==> src/rtl/i2c_byte_pkg.sv <==
package i2c_byte_pkg;

    localparam int BYTE_W = 8;
    localparam int BIT_W  = $clog2(BYTE_W);
    localparam int FLAG_N = 4;

    // flag vector positions (match flag_clr bits)
    localparam int F_TXD  = 0;
    localparam int F_RXD  = 1;
    localparam int F_NACK = 2;
    localparam int F_OVR  = 3;

    typedef enum logic [3:0] {
        ST_IDLE,
        ST_START,
        ST_PARK,
        ST_TX,
        ST_TACK,
        ST_RX,
        ST_RACK,
        ST_HOLD,
        ST_STOP
    } ibm_state_e;

    typedef struct packed {
        ibm_state_e          st;
        logic                scl_low;
        logic                sda_low;
        logic [BYTE_W-1:0]   sh;
        logic [BIT_W-1:0]    bitn;
        logic [BYTE_W-1:0]   rbuf;
        logic                rfull;
        logic                addr_next;
        logic                rd_mode;
        logic                ackbit;
        logic                busy;
    } ibm_regs_t;

    localparam ibm_regs_t REGS_RST = '{st: ST_IDLE, default: '0};

endpackage

==> src/rtl/i2c_phase_tick.sv <==
module i2c_phase_tick #(
    parameter int HALF_DIV = 4
) (
    input  logic clk,
    input  logic rst_n,
    input  logic sync,
    output logic tick
);
    localparam int CW = (HALF_DIV > 1) ? $clog2(HALF_DIV) : 1;

    logic [CW-1:0] cnt_d, cnt_q;

    assign tick = (cnt_q == CW'(HALF_DIV - 1));

    always_comb begin
        if (sync || tick) cnt_d = '0;
        else              cnt_d = cnt_q + CW'(1);
    end

    always_ff @(posedge clk or negedge rst_n) begin
        if (!rst_n) cnt_q <= '0;
        else        cnt_q <= cnt_d;
    end
endmodule

==> src/rtl/i2c_sticky_flags.sv <==
module i2c_sticky_flags #(
    parameter int N = 4
) (
    input  logic         clk,
    input  logic         rst_n,
    input  logic [N-1:0] set,
    input  logic [N-1:0] clr,
    output logic [N-1:0] q
);
    logic [N-1:0] q_d, q_q;

    for (genvar g = 0; g < N; g++) begin : g_flag
        // a set in the same cycle as a clear keeps the flag at 1
        always_comb q_d[g] = set[g] | (q_q[g] & ~clr[g]);
    end

    always_ff @(posedge clk or negedge rst_n) begin
        if (!rst_n) q_q <= '0;
        else        q_q <= q_d;
    end

    assign q = q_q;
endmodule

==> src/rtl/i2c_byte_master.sv <==
module i2c_byte_master
    import i2c_byte_pkg::*;
#(
    parameter int HALF_DIV = 4
) (
    input  logic              clk,
    input  logic              rst_n,
    input  logic              start_cmd,
    input  logic              stop_cmd,
    input  logic              buf_wr,
    input  logic [BYTE_W-1:0] buf_wdata,
    input  logic              buf_rd,
    output logic [BYTE_W-1:0] buf_rdata,
    input  logic              mode_rd,
    input  logic              rx_nack,
    input  logic [FLAG_N-1:0] flag_clr,
    output logic              busy,
    output logic              txd_flag,
    output logic              rxd_flag,
    output logic              nack_flag,
    output logic              ovr_flag,
    output logic              scl_oe,
    output logic              sda_oe,
    input  logic              sda_in
);
    localparam logic [BIT_W-1:0] BIT_LAST = BIT_W'(BYTE_W - 1);

    ibm_regs_t         r_d, r_q;
    ibm_state_e        st_w;
    logic              tick, sync;
    logic [FLAG_N-1:0] fset, flags;
    logic [BYTE_W-1:0] load_byte;

    i2c_phase_tick #(.HALF_DIV(HALF_DIV)) u_tick (
        .clk  (clk),
        .rst_n(rst_n),
        .sync (sync),
        .tick (tick)
    );

    i2c_sticky_flags #(.N(FLAG_N)) u_flags (
        .clk  (clk),
        .rst_n(rst_n),
        .set  (fset),
        .clr  (flag_clr),
        .q    (flags)
    );

    // address byte: 7 address bits then the direction bit
    assign load_byte = r_q.addr_next ? {buf_wdata[BYTE_W-2:0], mode_rd} : buf_wdata;

    always_comb begin
        r_d  = r_q;
        fset = '0;
        sync = 1'b0;
        if (buf_rd) r_d.rfull = 1'b0;

        unique case (r_q.st)
            ST_IDLE: begin
                r_d.scl_low = 1'b0;
                r_d.sda_low = 1'b0;
                if (start_cmd) begin
                    r_d.st = ST_START;
                    sync   = 1'b1;
                end
            end
            ST_START: if (tick) begin
                if (!r_q.sda_low) begin
                    r_d.sda_low = 1'b1;
                end else begin
                    r_d.scl_low   = 1'b1;
                    r_d.addr_next = 1'b1;
                    r_d.st        = ST_PARK;
                end
            end
            ST_PARK: begin
                if (buf_wr && !r_q.busy) begin
                    r_d.sh      = load_byte;
                    r_d.sda_low = !load_byte[BYTE_W-1];
                    r_d.bitn    = '0;
                    r_d.busy    = 1'b1;
                    r_d.st      = ST_TX;
                    sync        = 1'b1;
                    if (r_q.addr_next) r_d.rd_mode = mode_rd;
                end else if (stop_cmd) begin
                    r_d.sda_low = 1'b1;
                    r_d.st      = ST_STOP;
                    sync        = 1'b1;
                end
            end
            ST_TX: if (tick) begin
                if (r_q.scl_low) begin
                    r_d.scl_low = 1'b0;
                end else begin
                    r_d.scl_low = 1'b1;
                    if (r_q.bitn == BIT_LAST) begin
                        r_d.sda_low = 1'b0;
                        r_d.st      = ST_TACK;
                    end else begin
                        r_d.sh      = {r_q.sh[BYTE_W-2:0], 1'b0};
                        r_d.sda_low = !r_q.sh[BYTE_W-2];
                        r_d.bitn    = r_q.bitn + BIT_W'(1);
                    end
                end
            end
            ST_TACK: if (tick) begin
                if (r_q.scl_low) begin
                    r_d.scl_low = 1'b0;
                    r_d.ackbit  = sda_in;
                end else begin
                    r_d.scl_low   = 1'b1;
                    fset[F_NACK]  = r_q.ackbit;
                    fset[F_TXD]   = 1'b1;
                    r_d.busy      = 1'b0;
                    r_d.addr_next = 1'b0;
                    if (r_q.addr_next && r_q.rd_mode && !r_q.ackbit) begin
                        r_d.busy    = 1'b1;
                        r_d.bitn    = '0;
                        r_d.sda_low = 1'b0;
                        r_d.st      = ST_RX;
                    end else begin
                        r_d.sda_low = 1'b1;
                        r_d.st      = ST_PARK;
                    end
                end
            end
            ST_RX: if (tick) begin
                if (r_q.scl_low) begin
                    r_d.scl_low = 1'b0;
                    r_d.sh      = {r_q.sh[BYTE_W-2:0], sda_in};
                end else begin
                    r_d.scl_low = 1'b1;
                    if (r_q.bitn != BIT_LAST) begin
                        r_d.bitn = r_q.bitn + BIT_W'(1);
                    end else if (r_q.rfull && !buf_rd) begin
                        fset[F_OVR] = 1'b1;
                        r_d.st      = ST_HOLD;
                    end else begin
                        r_d.rbuf    = r_q.sh;
                        r_d.rfull   = 1'b1;
                        fset[F_RXD] = 1'b1;
                        r_d.ackbit  = rx_nack;
                        r_d.sda_low = !rx_nack;
                        r_d.st      = ST_RACK;
                    end
                end
            end
            ST_HOLD: if (buf_rd) begin
                r_d.rbuf    = r_q.sh;
                r_d.rfull   = 1'b1;
                fset[F_RXD] = 1'b1;
                r_d.ackbit  = rx_nack;
                r_d.sda_low = !rx_nack;
                r_d.st      = ST_RACK;
                sync        = 1'b1;
            end
            ST_RACK: if (tick) begin
                if (r_q.scl_low) begin
                    r_d.scl_low = 1'b0;
                end else begin
                    r_d.scl_low = 1'b1;
                    if (r_q.ackbit) begin
                        r_d.busy    = 1'b0;
                        r_d.sda_low = 1'b1;
                        r_d.st      = ST_PARK;
                    end else begin
                        r_d.bitn    = '0;
                        r_d.sda_low = 1'b0;
                        r_d.st      = ST_RX;
                    end
                end
            end
            ST_STOP: if (tick) begin
                if (r_q.scl_low) begin
                    r_d.scl_low = 1'b0;
                end else begin
                    r_d.sda_low = 1'b0;
                    r_d.st      = ST_IDLE;
                end
            end
            default: r_d = REGS_RST;
        endcase
    end

    always_ff @(posedge clk or negedge rst_n) begin
        if (!rst_n) r_q <= REGS_RST;
        else        r_q <= r_d;
    end

    assign st_w      = r_q.st;
    assign scl_oe    = r_q.scl_low;
    assign sda_oe    = r_q.sda_low;
    assign busy      = r_q.busy;
    assign buf_rdata = r_q.rbuf;
    assign txd_flag  = flags[F_TXD];
    assign rxd_flag  = flags[F_RXD];
    assign nack_flag = flags[F_NACK];
    assign ovr_flag  = flags[F_OVR];
endmodule

==> config.mk <==
export PLATFORM = sky130hd
export DESIGN_NAME = i2c_byte_master
export DESIGN_NICKNAME = d
export VERILOG_FILES = /design/src/rtl/i2c_byte_pkg.sv /design/src/rtl/i2c_phase_tick.sv /design/src/rtl/i2c_sticky_flags.sv /design/src/rtl/i2c_byte_master.sv
export SDC_FILE = /design/constraint.sdc
export NUM_CORES = 1
export LEC_CHECK = 0
export BUFFER_PORTS_ARGS = -buffer_cell sky130_fd_sc_hd__clkbuf_2
export CAP_MARGIN = 30
export CELL_PAD_IN_SITES_DETAIL_PLACEMENT = 1
export CELL_PAD_IN_SITES_GLOBAL_PLACEMENT = 2
export CORE_UTILIZATION = 38
export DETAILED_ROUTE_END_ITERATION = 12
export HOLD_SLACK_MARGIN = 0.06
export MAX_ROUTING_LAYER = met4
export PLACE_DENSITY_LB_ADDON = 0.1
export SLEW_MARGIN = 5
export SYNTH_ARGS = -nofsm -noshare
export SYNTH_HDL_FRONTEND = slang
export SYNTH_HIERARCHICAL = 1
export SYNTH_SLANG_ARGS = --single-unit
==> constraint.sdc <==
create_clock -name clk -period 4.8 [get_ports clk]
set_input_delay 0 -clock clk [delete_from_list [all_inputs] [get_ports clk]]
set_output_delay 0 -clock clk [all_outputs]
set_load 0.02 [all_outputs]
# Word level (Yosys, flattened, before mapping)
# Cells that the tools add are included.
classes:
  addsub: 2
  eq_ne: 38
  reduce_logical: 30
  n_bitwise: 20
  n_mux: 100
op_table:
  columns: ["op", "n"]
  rows:
  - ["two-way mux 1 bit", 50]
  - ["two-way mux 4 bit", 11]
  - ["inequality test 2 bit (second input constant)", 20]
  - ["case mux 4 bit (9 select lines)", 1]
  - ["case mux 8 bit (4 select lines)", 1]
  - ["two-way mux 3 bit", 9]
  - ["two-way mux 9 bit", 3]
  - ["case mux 9 bit (3 select lines)", 1]
  - ["two-way mux 26 bit", 1]
  - ["two-way mux 12 bit", 2]
  - ["two-way mux 6 bit", 4]
  - ["two-way mux 11 bit", 2]
  - ["case mux 3 bit (6 select lines)", 1]
  - ["OR reduction 6 bit", 3]
  - ["two-way mux 17 bit", 1]
  - ["AND reduction 17 bit", 1]
  - ["equality test 4 x 3 -> 1 bit (second input constant)", 4]
  - ["two-way mux 8 bit", 2]
  - ["AND reduction 8 bit", 2]
  - ["AND reduction 15 bit", 1]
  - ["AND reduction 14 bit", 1]
  - ["AND reduction 7 bit", 2]
  - ["OR reduction 7 bit", 2]
  - ["inequality test 2 x 1 -> 1 bit (second input constant)", 6]
  - ["28 further kinds", 59]
totals:
  reg_bits: 36
  in_bits: 21

# Logic depth before layout (Yosys ltp)
depth:
  depth_word: 8
  ltp_mapped: 7

# Hierarchy
# The synthesis kept the hierarchy.
by_module_without_submodules:
  columns: ["mod", "area_each_um2", "cells_per_inst", "seq_area_each_um2", "n_inst"]
  rows:
  - ["i2c_byte_master", 2334.7, 262, 750.7, 1]
  - ["i2c_sticky_flags", 145.1, 12, 100.1, 1]
  - ["i2c_phase_tick", 85.1, 5, 50.0, 1]

# Worst setup path after synthesis
# Ideal clock, no wire load.
synth_timing:
  path_kind: "register -> register"
  from: "register u_tick.cnt_q[0]"
  to: "register r_q (netlist bit sda_oe)"
  stages_incl_launch_ff: 7
  arrival_time_ps: 1787
  setup_slack_ps: 2888
  setup_time_ps: 125
  synth_period_minus_slack_ps: 1912
  path_cell_list: "dfrtp_1 -> ha_1 -> nor2b_1 -> o41ai_1 -> a221oi_2 -> o211ai_2 -> mux2_4"
synth_between:
  elab_chain_len: 3
synth_rtl:
  columns: ["element", "line_no", "rtl"]
  rows:
  - ["from (decl)", "i2c_phase_tick.sv:11", "logic [CW-1:0] cnt_d, cnt_q;"]
  - ["from (signal assigned)", "i2c_phase_tick.sv:22", "else cnt_q <= cnt_d;"]
  - ["equality test 2 bit (*)", "i2c_phase_tick.sv:13", "assign tick = (cnt_q == CW'(HALF_DIV - 1));"]
  - ["net tick", "i2c_byte_master.sv:30", "logic tick, sync;"]
  - ["inequality test 2 x 1 -> 1 bit (no line)", null, null]
  - ["AND reduction 15 bit (no line) (*)", null, null]
  - ["to (signal assigned)", "i2c_byte_master.sv:187", "else r_q <= r_d;"]
  - ["to (decl)", "i2c_byte_master.sv:28", "ibm_regs_t r_d, r_q;"]
# The timed path passes the listed nets; every way through them passes the cells marked *.
# A chain may end at the register's enable or synchronous reset.

# Worst setup path in the final report
layout_timing:
  from: "register r_q (netlist bit st_w[3])"
  to: "register r_q (netlist bit st_w[1])"
layout_between:
  elab_chain_len: 3
layout_rtl:
  columns: ["element", "line_no", "rtl"]
  rows:
  - ["equality test 4 x 2 -> 1 bit (tied with other cells)", "i2c_byte_master.sv:58", "unique case (r_q.st)"]
  - ["inequality test 3 bit (no line) (tied with other cells)", null, null]
  - ["AND reduction 17 bit (no line)", null, null]
# Parallel ways exist; a longest one is shown, timed or not.

==> results by group <==
Setup path
  • Worst Setup Start Kind: flop
  • WS Path Type: flop to flop
  • CP bufs+invs: 1
  • CP max FO: 24
  • Top delay family on crit path: compound AO/OA/AOI/OAI gates
  • Crit-path cells: clkinv_1 -> o41ai_1 -> a221oi_2 -> o21ai_4 -> mux2_4
  • Slowest stage delay, CP: just over 800 ps
  • Flop2flop setup slack: 2200 ps
  • Req. time, crit path: about 5000 ps
  • CP Capture Type: flop
  • Critical Path AT: roughly 2800 ps
  • CP max-delay cell: dfrtp_1

Clock network
  • Clk_lat worst skew: about 300 ps
  • Quantity of gates resized following cts: 0
  • CTS root buf: clkbuf_8
  • Postcts setup bufs: 0
  • TritonCTS buffer count: 5
  • Clock sink total: 36
  • Clk slew on worst S/H paths: around 90 ps
  • H-tree levels: 2
  • CTS tree: yes
  • Maximum root-to-sink buffer count: 2

Yosys
  • Yosys reg bits: 36
  • Sequential share of the synthesized area: about a third
  • Synth cell count leaders: dfrtp_1, a21oi_1, nor2_1, o21ai_0
  • Post-synth cell types: 61
  • Syn_area_per_cell: about 9.2 um^2
  • Syn Inst Count: 279
  • Yosys top cell by area: dfrtp_1
  • Post-synth EDFFs: 0
  • Ys Warns: 6
  • Mapped Nets: between 300 and 400
  • Top_reg_cell synth: dfrtp_1
  • Synthesized area: 2565 um^2
  • Post-synth top area share: between 30% and 40%
  • Count leader, synth: dfrtp_1
  • Ranking of synthesized cells by area: dfrtp_1, a21oi_1, mux2i_1
  • Asr flop ratio synth: 100.0%

Cells and area
  • Synth-to-Final Area Change: 11.80%
  • # diodes: 0
  • Final nets: 330
  • Share of cells above drive strength 1: a little under a quarter
  • Post-route cell area: 2868 um^2
  • Final Instance Count excl. Fillers: approximately 380
  • Post-Route Utilization: 44.65%

Floorplan
  • Rows: 29
  • Die H: 84.16 um
  • Die width: 84.16 um
  • # IOs: 36
  • Core Area: 6422 um^2
  • Initial Util: around two fifths
  • Die footprint: just over 7000 um^2

Drt
  • DR pass1 iterations: 8
  • Routed via count: about 2300
  • Total wire length: 7.798 mm
  • Via-to-Cell Ratio: about 6.0
  • First-iteration detailed-routing DRC count: ~150
  • Wire per inst: around 20 um
  • Antenna viol nets, final: 0
  • Drt drc: 6

Global routing
  • Antenna violations before repair: 0
  • Tot GR Track Use: about a quarter
  • Vias in the first global route: 2200
  • Grt ovf: 0
  • First-pass GRT wire length: 12.48 mm
  • Largest net degree at the start of global routing: 37

Place
  • PortBufs: 35
  • DP Wirelength: between 5 and 6 mm
  • Placer Congestion: ~0.8
  • Placed Instances: roughly 370
  • Dpl cell area: roughly 2700 um^2
  • Placement Setup Slack: about 2300 ps

Power
  • PwrDens: ~610 nW/um^2
  • Pleak: 1.289 nW
  • Total power: around 1.7 mW
  • Maximum vdd ir drop: 0.0002327 V

Timing
  • Slew margin rel.: 41.76%
  • Clock Skew: 9.909 ps
  • Measured slew at the worst slew-check pin: about 870 ps
  • Hold WS: approximately 60 ps
  • Setup TNS: 0 ps
  • Period minus WS final: 2603 ps
  • Worst setup margin: roughly 2200 ps
  • Final setup fails: 0
  • Achievable clock frequency: slightly below 400 MHz
  • Hold Fails Final Rpt: 0
  • Final Cycle Share: 54.23%
  • RSZ-0062 raised after global routing: no
  • Max Transition Viols Final: 0

Run
  • Max-capacitance violation count: 0

Worst hold path
  • Hold Crit Class: primary input to async pin

Status
  • Outcome: finished with violations
  • Failing checks: DRC
-- layout make-up --
class | instances | area, um^2
fillers | 764 | 3555
multi-input cells | 201 | 1435
flip-flops and latches | 36 | 900.9
repair buffers | 46 | 285.3
well taps | 77 | 96.34
clock buffers | 7 | 86.33
inverters | 15 | 56.30
clock inverters | 1 | 7.507
-- per-layer routing --
metal / track usage, % / share of wire (%) / vias to the layer above
met5: - / 0 / -
met4: 5.643 / 1.2 / 0
met3: 3.441 / 4.4 / 7
met2: 35.17 / 45 / 49
met1: 34.27 / 49 / 1153
li1: - / - / 1076
-- sequential cells by signal, indices dropped and copies added (netlist names) --
register / count
u_tick/cnt_q: 2
sda_oe: 1
buf_rdata: 8
busy: 1
st_w: 4
u_flags/q: 4
scl_oe: 1
r_q: 15
-- cells by family after synthesis --
logic type,Yosys count,synth area share (%)
AO/OA/AOI/OAI,101,27.42
buffers and inverters,42,8.926
adder cells (fa/ha/maj),4,1.951
flip-flops,36,35.12
AND/OR/NAND/NOR,76,17.80
multiplexers,20,8.781
-- report_power, final --
part | total (mW) | switching (mW) | internal (mW)
registers | 0.529 | 0.140 | 0.389
clock network | 0.243 | 0.126 | 0.117
logic | 0.971 | 0.561 | 0.409
-- repair_timing --
action                     4_1_cts  5_1_grt
setup endpoints to repair        0        0
hold endpoints to repair        41        0
hold buffers                     6        0
-- cells in the final DEF (no fill, tap or decap), types with 6 or more instances in the layout --
cell type	Yosys	routed
a22o_1	9	9
a31oi_1	8	8
nand2b_1	7	7
nand2_1	14	14
nor2_1	19	19
clkbuf_8	0	6
a21oi_1	28	28
dfrtp_1	36	36
clkbuf_2	1	35
dlygate4sd3_1	0	6
nor2b_1	7	7
inv_1	14	14
o21ai_0	19	19
mux2i_1	12	12
-- path summary, 6_finish.rpt --
| kind | end | cells after the start | start |
|---|---|---|---|
| max in group asynchronous | r_q[14] | 3 | rst_n |
| worst max register to register | st_w[1] | 5 | st_w[3] |
| worst min register to register | u_tick/cnt_q[0] | 1 | u_tick/cnt_q[0] |
| worst min-delay path | st_w[3] | 2 | rst_n |
| worst max-delay path | st_w[1] | 5 | st_w[3] |
| min in group clk | r_q[1] | 3 | sda_in |
Note: power is estimated with default switching activity, not from simulation.
